--- src/rtl/lsu_align_pkg.sv ---
package lsu_align_pkg;

  typedef enum logic [1:0] {
    SZ_BYTE = 2'd0,
    SZ_HALF = 2'd1,
    SZ_WORD = 2'd2,
    SZ_WALT = 2'd3
  } acc_size_e;

  // Number of bytes an access touches; word codes map to a full lane set.
  function automatic int unsigned size_nbytes(acc_size_e s, int unsigned lanes);
    case (s)
      SZ_BYTE: return 1;
      SZ_HALF: return 2;
      default: return lanes;
    endcase
  endfunction

endpackage

--- src/rtl/lsu_addr_gen.sv ---
module lsu_addr_gen
  import lsu_align_pkg::*;
#(
  parameter int XLEN  = 32,
  parameter int IMM_W = 12
) (
  input  logic [XLEN-1:0]                 base,
  input  logic [IMM_W-1:0]                imm,
  input  acc_size_e                       size,
  output logic [XLEN-$clog2(XLEN/8)-1:0]  waddr,
  output logic [$clog2(XLEN/8)-1:0]       ofs,
  output logic                            misalign
);
  localparam int LANES = XLEN / 8;
  localparam int OFS_W = $clog2(LANES);

  logic [XLEN-1:0] byte_addr;
  int unsigned     span_end;

  always_comb begin
    byte_addr = base + {{(XLEN-IMM_W){imm[IMM_W-1]}}, imm};
    waddr     = byte_addr[XLEN-1:OFS_W];
    ofs       = byte_addr[OFS_W-1:0];
    span_end  = int'(ofs) + size_nbytes(size, LANES);
    misalign  = (span_end > LANES);
  end
endmodule

--- src/rtl/lsu_load_extract.sv ---
module lsu_load_extract
  import lsu_align_pkg::*;
#(
  parameter int XLEN = 32
) (
  input  logic [XLEN-1:0]            rdata,
  input  logic [$clog2(XLEN/8)-1:0]  ofs,
  input  acc_size_e                  size,
  input  logic                       sext,
  output logic [XLEN-1:0]            data
);
  localparam int LANES = XLEN / 8;
  localparam int OFS_W = $clog2(LANES);

  logic [XLEN-1:0]  shifted;
  logic [OFS_W-1:0] top_lane;
  logic             sign_bit;
  logic [7:0]       fill;
  int unsigned      nbytes;

  always_comb begin
    shifted  = rdata >> {ofs, 3'b000};
    nbytes   = size_nbytes(size, LANES);
    top_lane = OFS_W'(nbytes - 1);
    sign_bit = shifted[{top_lane, 3'b111}];
    fill     = (sext && sign_bit) ? 8'hFF : 8'h00;
  end

  for (genvar g = 0; g < LANES; g++) begin : g_lane
    assign data[8*g +: 8] = (g < nbytes) ? shifted[8*g +: 8] : fill;
  end
endmodule

--- src/rtl/lsu_store_merge.sv ---
module lsu_store_merge
  import lsu_align_pkg::*;
#(
  parameter int XLEN = 32
) (
  input  logic [XLEN-1:0]            wdata,
  input  logic [XLEN-1:0]            old_word,
  input  logic [$clog2(XLEN/8)-1:0]  ofs,
  input  acc_size_e                  size,
  output logic [XLEN-1:0]            merged
);
  localparam int LANES = XLEN / 8;

  logic [XLEN-1:0] placed;
  int unsigned     first_lane;
  int unsigned     past_lane;

  always_comb begin
    placed     = wdata << {ofs, 3'b000};
    first_lane = int'(ofs);
    past_lane  = first_lane + size_nbytes(size, LANES);
  end

  for (genvar g = 0; g < LANES; g++) begin : g_lane
    logic hit;
    assign hit = (g >= first_lane) && (g < past_lane);
    assign merged[8*g +: 8] = hit ? placed[8*g +: 8] : old_word[8*g +: 8];
  end
endmodule

--- src/rtl/lsu_lane_align.sv ---
module lsu_lane_align
  import lsu_align_pkg::*;
#(
  parameter int XLEN  = 32,
  parameter int IMM_W = 12
) (
  input  logic                            clk,
  input  logic                            rst_n,
  input  logic                            req_valid,
  output logic                            req_ready,
  input  logic                            req_store,
  input  logic [1:0]                      req_size,
  input  logic                            req_sext,
  input  logic [XLEN-1:0]                 req_base,
  input  logic [IMM_W-1:0]                req_imm,
  input  logic [XLEN-1:0]                 req_wdata,
  output logic [XLEN-$clog2(XLEN/8)-1:0]  mem_raddr,
  input  logic [XLEN-1:0]                 mem_rdata,
  output logic                            rsp_valid,
  input  logic                            rsp_ready,
  output logic [XLEN-1:0]                 rsp_data,
  output logic                            rsp_misalign,
  output logic                            mem_we,
  output logic [XLEN-$clog2(XLEN/8)-1:0]  mem_waddr,
  output logic [XLEN-1:0]                 mem_wdata
);
  localparam int LANES = XLEN / 8;
  localparam int OFS_W = $clog2(LANES);
  localparam int WA_W  = XLEN - OFS_W;

  acc_size_e        size_e;
  logic [WA_W-1:0]  word_addr;
  logic [OFS_W-1:0] lane_ofs;
  logic             mis;
  logic [XLEN-1:0]  load_val;
  logic [XLEN-1:0]  store_val;
  logic             accept;

  assign size_e = acc_size_e'(req_size);

  lsu_addr_gen #(.XLEN(XLEN), .IMM_W(IMM_W)) u_addr (
    .base     (req_base),
    .imm      (req_imm),
    .size     (size_e),
    .waddr    (word_addr),
    .ofs      (lane_ofs),
    .misalign (mis)
  );

  lsu_load_extract #(.XLEN(XLEN)) u_load (
    .rdata (mem_rdata),
    .ofs   (lane_ofs),
    .size  (size_e),
    .sext  (req_sext),
    .data  (load_val)
  );

  lsu_store_merge #(.XLEN(XLEN)) u_store (
    .wdata    (req_wdata),
    .old_word (mem_rdata),
    .ofs      (lane_ofs),
    .size     (size_e),
    .merged   (store_val)
  );

  assign mem_raddr = word_addr;
  assign req_ready = !rsp_valid || rsp_ready;
  assign accept    = req_valid && req_ready;

  // Response and write stage: one register level after acceptance.
  always_ff @(posedge clk or negedge rst_n) begin
    if (!rst_n) begin
      rsp_valid    <= 1'b0;
      rsp_data     <= '0;
      rsp_misalign <= 1'b0;
      mem_we       <= 1'b0;
      mem_waddr    <= '0;
      mem_wdata    <= '0;
    end else begin
      mem_we <= accept && req_store && !mis;
      if (accept) begin
        rsp_valid    <= 1'b1;
        rsp_misalign <= mis;
        rsp_data     <= (req_store || mis) ? '0 : load_val;
        mem_waddr    <= word_addr;
        mem_wdata    <= store_val;
      end else if (rsp_ready) begin
        rsp_valid <= 1'b0;
      end
    end
  end
endmodule

--- config.mk ---
export PLATFORM = sky130hd
export DESIGN_NAME = lsu_lane_align
export DESIGN_NICKNAME = d
export VERILOG_FILES = /design/src/rtl/lsu_align_pkg.sv /design/src/rtl/lsu_addr_gen.sv /design/src/rtl/lsu_load_extract.sv /design/src/rtl/lsu_store_merge.sv /design/src/rtl/lsu_lane_align.sv
export SDC_FILE = /design/constraint.sdc
export NUM_CORES = 1
export LEC_CHECK = 0
export BUFFER_PORTS_ARGS = -buffer_cell sky130_fd_sc_hd__buf_2
export CAP_MARGIN = 20
export CORE_MARGIN = 2
export CORE_UTILIZATION = 46
export DETAILED_ROUTE_END_ITERATION = 10
export PLACE_DENSITY_LB_ADDON = 0.1
export SLEW_MARGIN = 20
export SYNTH_ARGS = -nofsm -noshare
export SYNTH_HDL_FRONTEND = slang
export SYNTH_SLANG_ARGS = --single-unit
--- constraint.sdc ---
create_clock -name clk -period 2.6 [get_ports clk]
set_clock_uncertainty 0.2 [all_clocks]
set_input_delay 0.39 -clock clk [delete_from_list [all_inputs] [get_ports clk]]
set_output_delay 0.39 -clock clk [all_outputs]
set_load 0.05 [all_outputs]
==> results of run 1 <==
-- registers in the layout (all words and copies together), names as in the netlist --
signal / flops
mem_wdata: 32
rsp_data: 32
mem_waddr: 30
mem_we: 1
rsp_misalign: 1
rsp_valid: 1
-- kinds of logic after synthesis --
logic type	share of synthesized area, %
simple gates	17.5
compound gates	22.3
flops	35.6
buf+inv	4.07
mux	9.94
fa+ha+maj	6.82
xor+xnor	3.72
-- metrics by stage --
step | cells | instance area (um2) | utilization (%)
floorplan | 810 | 7700 | -
global placement | 1344 | 10100 | 69.8
detailed placement | 1344 | 10100 | 69.8
CTS | 1375 | 11100 | 76.4
global route | 1381 | 11500 | 79.1
finish | 1381 | 11500 | 79.1
-- power groups by stage --
| stage | clock, uW | combinational (uW) | sequential [uW] |
|---|---|---|---|
| 6_report | 1510 | 4590 | 1960 |
| 5_1_grt | 1610 | 4820 | 1990 |
| 4_1_cts | 1530 | 4340 | 1950 |
| 3_5_place_dp | 0 | 4070 | 1980 |
| 3_3_place_gp | 0 | 4040 | 1970 |
| 2_1_floorplan | 0 | 1820 | 3020 |
-- Yosys cell counts (4+ instances only) --
cell	number
nor2_1	55
a22o_1	17
ha_1	34
o21bai_1	5
xor2_1	10
nand2b_1	7
nor2b_1	12
xnor2_1	19
buf_2	12
a32o_1	8
mux2i_1	55
a21o_1	14
nor3_1	9
nand4_1	4
o21ai_0	62
o21a_1	4
inv_1	21
o21ai_1	10
mux2_2	10
nand2_1	172
a21oi_1	63
clkbuf_1	31
dfrtp_1	97
a31oi_1	13
nand3_1	9
-- worst min path at each step --
stage,startpoint,endpoint,slack [ns],cells after the start
3_3_place_gp,rst_n,mem_waddr[25]$_DFFE_PN0P_,0.23,1
6_report,req_store,rsp_data[7]$_DFFE_PN0P_,0.08,2
5_1_grt,req_valid,rsp_valid$_DFFE_PN0P_,0.09,2
2_1_floorplan,rst_n,mem_waddr[0]$_DFFE_PN0P_,-0.11,0
3_5_place_dp,rst_n,mem_waddr[24]$_DFFE_PN0P_,0.22,1
4_1_cts,req_valid,rsp_valid$_DFFE_PN0P_,0.08,2
-- cell usage in the layout (no fill, tap or decap), drive strengths merged, types with 2 or more instances in the layout --
cell type  count
buf          413
nand2        172
dfrtp         97
o21ai         73
a21oi         66
nor2          57
mux2i         55
ha            34
inv           23
xnor2         19
a22o          17
a31oi         16
a21o          14
clkbuf        14
nor2b         12
mux2          11
xor2          10
nand3          9
nor3           9
a32o           8
nand2b         7
a21boi         7
nand4          5
o211ai         5
o21bai         5
o21a           4
and2           3
o2111ai        3
and3           2
a211oi         2
o31ai          2
fa             2
bufinv         2
or3            2
-- what timing repair did --
action | CTS | global route
hold buffers | 1 | 0
buffers inserted | 15 | 7
pin swaps | 39 | 39
hold endpoints to repair | 43 | 0
resized for setup | 117 | 87
gates cloned | 0 | 2
endpoints found under the setup margin | 58 | 62
-- layer usage --
layer | share of wire [%] | vias up | GRT usage, % | wire, um
met4 | 2.5 | 0 | 8.47 | 635
met1 | 42 | 3639 | 39.7 | 10500
met3 | 6.6 | 48 | 5.56 | 1650
li1 | - | 3622 | - | -
met5 | 0 | - | 0 | 0
met2 | 49 | 305 | 51.2 | 12400
-- cell type report --
cell class | instances | area (um2)
sequential | 97 | 2430
clock buffer | 11 | 243
tap | 184 | 230
fill | 1000 | 3040
multi-input combinational | 645 | 5430
inverter | 22 | 90.1
clock inverter | 5 | 85.1
timing repair buffer | 417 | 2990
==> impl_metrics.py, run 1 <==
metrics = {
    "clock_tree": {
        "cts_buffers": 9,
        "cts.sinks": 97,
        "clk_latency_ns": 0.35,
        "clk_path_buf_depth": 2,
        "cts_tree": "done",
        "root_buffer": "clkbuf_16",
        "cts.reportedPaths.clkPinSlew_ns": 0.07,
        "cts_htree_levels": 3,
    },
    "sta": {
        "slew_violations": 0,
        "timing.hold.ws_ns": 0.0822,
        "slew_headroom_pct": 60.6,
        "finalHoldViolCount": 0,
        "fin_ws_ns": -0.488,
        "timing.setup.tns_ns": -8.82,
        "max_freq_mhz": 324,
        "fin_crit_ns": 3.09,
        "finalCritPeriodShare_pct": 119,
        "setup_viol_count_final": 57,
        "worst_pin_slew_ns": 0.591,
        "rsz0062_at_grt": "yes",
    },
    "synth": {
        "yosys.area.top_type": "dfrtp_1",
        "yosysSeqAreaShare_pct": 35.6,
        "synthesis.nets": 962,
        "synth-main-ff-cell": "dfrtp_1",
        "ys_ff_latch": 97,
        "synth-edff-count": 0,
        "synth_top_area_share_pct": 35.6,
        "synthCells": 810,
        "synth.distinct_cells": 62,
        "ys_warn_count": 0,
        "async_flop_share_pct": 100,
        "syn_area_um2": 6820,
        "post_synth.cell_area_avg_um2": 8.42,
        "synth_area_leaders": "dfrtp_1 (36%), nand2_1 (9.5%), mux2i_1 (8.1%), ha_1 (6.2%), a21oi_1 (4.6%)",
    },
    "global_route": {
        "grt.total_usage_pct": 30.2,
        "grt_overflow_total": 0,
        "first_global_vias": 7286,
        "antenna_found_initial": 0,
        "grt_max_degree": 121,
        "grt_pass1_wl_um": 38100,
    },
    "power": {
        "pwr-share-seq_pct": 24.3,
        "power_uw": 8060,
        "power_switching_uw": 3740,
        "power.share.clock_pct": 18.8,
        "leakage_uw": 0.00563,
        "p_comb_share_pct": 56.9,
        "ir_drop_mv": 0.424,
        "p_int_uw": 4330,
        "p_sw_share_pct": 46.3,
        "power_density_nw_per_um2": 701,
    },
    "finish": {
        "antenna_cells": 0,
        "layout-drive-gt1-share_pct": 49.9,
        "area_delta_synth_final_pct": 68.6,
        "final_nets": 1344,
    },
    "worst_setup_path": {
        "crit_top_cell": "a31oi_4",
        "path_class": "in -> out",
        "rr_startpoint": "rsp_valid$_DFFE_PN0P_",
        "worst-path-buf-inv": 2,
        "cp_data_required_time_ns": 2.01,
        "cp-endpoint": "mem_raddr[27]",
        "critPathTopFamily": "compound AO/OA/AOI/OAI gates",
        "reg2reg_slack_ns": 0.70,
        "crit_arrival_ns": 2.50,
        "r2r_cells": 4,
        "path_depth": 10,
        "end_kind": "output port",
        "crit_start": "req_base[4]",
        "crit_path_max_incr_delay_ns": 0.42,
        "slowest_stage": "a2111oi_4",
        "worstPathCellList": "buf_2 -> ha_4 -> a21oi_4 -> a31oi_4 -> a2111oi_4 -> nor2_2 -> a21o_4 -> a31oi_4 -> xnor2_4 -> buf_6",
        "critPathLaunchType": "input pin",
        "rr_endpoint": "mem_waddr[15]$_DFFE_PN0P_",
        "crit_fanout": 5,
    },
    "placement": {
        "hpwl_um": 17800,
        "port_buffers": 243,
        "place_congestion": 0.940,
        "place_ws_ns": -0.758,
    },
    "floorplan": {
        "die_y_um": 126,
        "die-area_um2": 15800,
        "io_pins": 244,
        "coreArea_um2": 14500,
        "std_cell_rows": 44,
        "start_util_pct": 46.9,
        "dieWidth_um": 126,
    },
    "routing": {
        "dr.first_iter.drc_count": 452,
        "vias_per_cell": 5.51,
        "ant_nets": 0,
        "drc": 0,
        "drtPass1Iterations": 6,
        "post_drt_wl_per_cell_um": 18.2,
        "totalWireLength_um": 25200,
        "vias": 7614,
    },
    "run": {
        "drv_cap": 0,
    },
    "outcome": {
        "violations": "negative setup slack",
        "status": "finished, violations left",
    },
    "hold_path": {
        "worst_hold_path_type": "in -> reg",
    },
}
Power figures use the tool's default switching activity.
==> run 2: changes to the inputs <==
--- a/config.mk
+++ b/config.mk
@@ -7,10 +7,10 @@
 export LEC_CHECK = 0
 export BUFFER_PORTS_ARGS = -buffer_cell sky130_fd_sc_hd__buf_2
 export CAP_MARGIN = 20
-export CORE_MARGIN = 2
+export CORE_MARGIN = 5
 export CORE_UTILIZATION = 46
 export DETAILED_ROUTE_END_ITERATION = 10
-export PLACE_DENSITY_LB_ADDON = 0.1
+export PLACE_DENSITY = 0.78
 export SLEW_MARGIN = 20
 export SYNTH_ARGS = -nofsm -noshare
 export SYNTH_HDL_FRONTEND = slang
==> run 2 against run 1 <==
- the flow still finishes with violations (negative setup slack)
- die area grew 9.8%
- sequential share of layout area shrank 0.42 points
- utilization is 1.6 points higher
- critical endpoint is now mem_raddr[29]
- largest cell class unchanged
- largest power group unchanged
==> impl_metrics.py, run 2 (same netlist as run 1, synthesis figures left out) <==
metrics = {
    "global_route": {
        "met2_usage_pct": 49.4,
        "grt_util_met3_pct": 5.04,
        "first_global_vias": 7891,
        "grt_max_degree": 121,
        "grt_util_met1_pct": 39.3,
        "busiest_layer": "met2",
        "antenna_found_initial": 0,
        "grt.total_usage_pct": 30.0,
        "grt_overflow_total": 0,
        "grt_pass1_wl_um": 42800,
    },
    "floorplan": {
        "coreArea_um2": 14500,
        "io_pins": 244,
        "dieWidth_um": 132,
        "die_y_um": 132,
        "std_cell_rows": 44,
        "start_util_pct": 46.9,
        "die-area_um2": 17400,
    },
    "placement": {
        "port_buffers": 243,
        "hpwl_um": 19300,
        "place_ws_ns": -0.801,
        "postPlaceCellArea_um2": 10100,
        "place_congestion": 0.964,
    },
    "finish": {
        "antenna_cells": 0,
        "layout-drive-gt1-share_pct": 52.4,
        "area_delta_synth_final_pct": 72.0,
        "finalInstanceArea_um2": 11700,
        "final_cell_mix": "buf_2 (202), nand2_1 (158), buf_4 (156), dfrtp_1 (97), mux2i_1 (55)",
        "final_nets": 1351,
        "mostFrequentLayoutCell": "buf_2",
        "largestRegisters": "mem_wdata x32, rsp_data x32, mem_waddr x30",
    },
    "routing": {
        "drc": 0,
        "totalWireLength_um": 29100,
        "ant_nets": 0,
        "dr.first_iter.drc_count": 726,
        "drtPass1Iterations": 5,
        "vias": 8030,
        "post_drt_wl_per_cell_um": 21.0,
        "vias_per_cell": 5.79,
    },
    "clock_tree": {
        "cts.sinks": 97,
        "cts_buffers": 9,
        "clk_latency_ns": 0.35,
        "cts.reportedPaths.clkPinSlew_ns": 0.08,
        "cts_htree_levels": 3,
        "root_buffer": "clkbuf_16",
        "cts_tree": "done",
        "clk_path_buf_depth": 2,
    },
    "sta": {
        "slew_violations": 0,
        "fin_crit_ns": 3.16,
        "slew_headroom_pct": 56.2,
        "max_freq_mhz": 317,
        "finalHoldViolCount": 0,
        "timing.setup.tns_ns": -13.26,
        "worst_pin_slew_ns": 0.657,
        "finalCritPeriodShare_pct": 121,
        "fin_ws_ns": -0.556,
        "setup_viol_count_final": 67,
        "rsz0062_at_grt": "yes",
    },
    "worst_setup_path": {
        "slowest_stage": "or3_4",
        "rr_startpoint": "rsp_valid$_DFFE_PN0P_",
        "crit_fanout": 6,
        "crit_arrival_ns": 2.57,
        "critPathLaunchType": "input pin",
        "worstPathCellList": "buf_12 -> buf_4 -> ha_1 -> and3_1 -> a21boi_0 -> o21ai_1 -> a21oi_1 -> a41oi_2 -> o41ai_4 -> or3_4 -> nand2_8 -> buf_8",
        "r2r_cells": 5,
        "end_kind": "output port",
        "cp_data_required_time_ns": 2.01,
        "rr_endpoint": "mem_waddr[19]$_DFFE_PN0P_",
        "cp-endpoint": "mem_raddr[29]",
        "path_class": "in -> out",
        "crit_start": "req_imm[11]",
        "reg2reg_slack_ns": 0.59,
        "crit_path_max_incr_delay_ns": 0.39,
    },
    "outcome": {
        "violations": "negative setup slack",
        "status": "finished, violations left",
    },
    "run": {
        "drv_cap": 0,
    },
    "power": {
        "ir_drop_mv": 0.398,
        "power_density_nw_per_um2": 691,
        "leakage_uw": 0.00573,
        "power_uw": 8100,
    },
    "hold_path": {
        "hold_depth": 2,
        "worst_hold_path_type": "in -> reg",
    },
}
==> run 2: cell types whose count changed in the layout (fill, tap and decap cells not counted), sizes merged <==
| cell | before | now |
|---|---|---|
| clkbuf | 14 | 13 |
| clkinv | 1 | 5 |
| bufinv | 2 | 0 |
| buf | 413 | 419 |
==> run 2: stage by stage <==
stage | hold WS, ns | util, % | cells
after global routing | 0.0823 | 80.7 | 1388
after detailed placement | 0.249 | 69.2 | 1337
after floorplan | -0.106 | - | 810
after CTS | 0.0663 | 75.6 | 1369
after global placement | 0.237 | 69.2 | 1337
final | 0.0707 | 80.7 | 1388
==> run 2: power breakdown <==
group          total, uW  leakage, uW  internal, uW  switching, uW
combinational       4810      0.00437          1710           3110
sequential          1970      0.00122          1800            172
clock               1320     0.000138           660            655
total               8100      0.00573          4170           3940
==> run 2: worst max-delay path, delay by kind of cell <==
kind	cells	cell delay, ns
buf+inv	3	0.40
compound gates	5	0.79
fa+ha+maj	1	0.31
simple gates	3	0.67
==> run 2: area by class of cell <==
type	count	area (um2)
sequential	97	2430
inverter	22	87.6
fill	890	2800
clock inverter	7	55.1
tap	184	230
multi-input combinational	645	5660
clock buffer	9	225
timing repair buffer	424	3040
==> run 2: per-layer routing <==
layer	wire, um	vias up	share of wire (%)
met5	0	-	0
met4	1440	0	5.0
met3	2240	100	7.7
met2	14500	422	50
met1	11000	3876	38
li1	-	3632	-
==> run 2: repair_timing <==
item	4_1_cts	5_1_grt
setup buffers	14	17
endpoints found under the setup margin	68	79
pin swaps	33	61
gates cloned	1	3
hold buffers	1	0
resized for setup	123	128
endpoints found under the hold margin	41	0
==> run 2: worst min-delay path by stage <==
stage                                           end  startpoint
after floorplan            mem_waddr[0]$_DFFE_PN0P_       rst_n
after global placement    mem_waddr[25]$_DFFE_PN0P_       rst_n
after detailed placement  mem_waddr[25]$_DFFE_PN0P_       rst_n
after CTS                   rsp_data[7]$_DFFE_PN0P_   req_store
after global routing          rsp_valid$_DFFE_PN0P_   req_valid
final                       rsp_data[7]$_DFFE_PN0P_   req_store
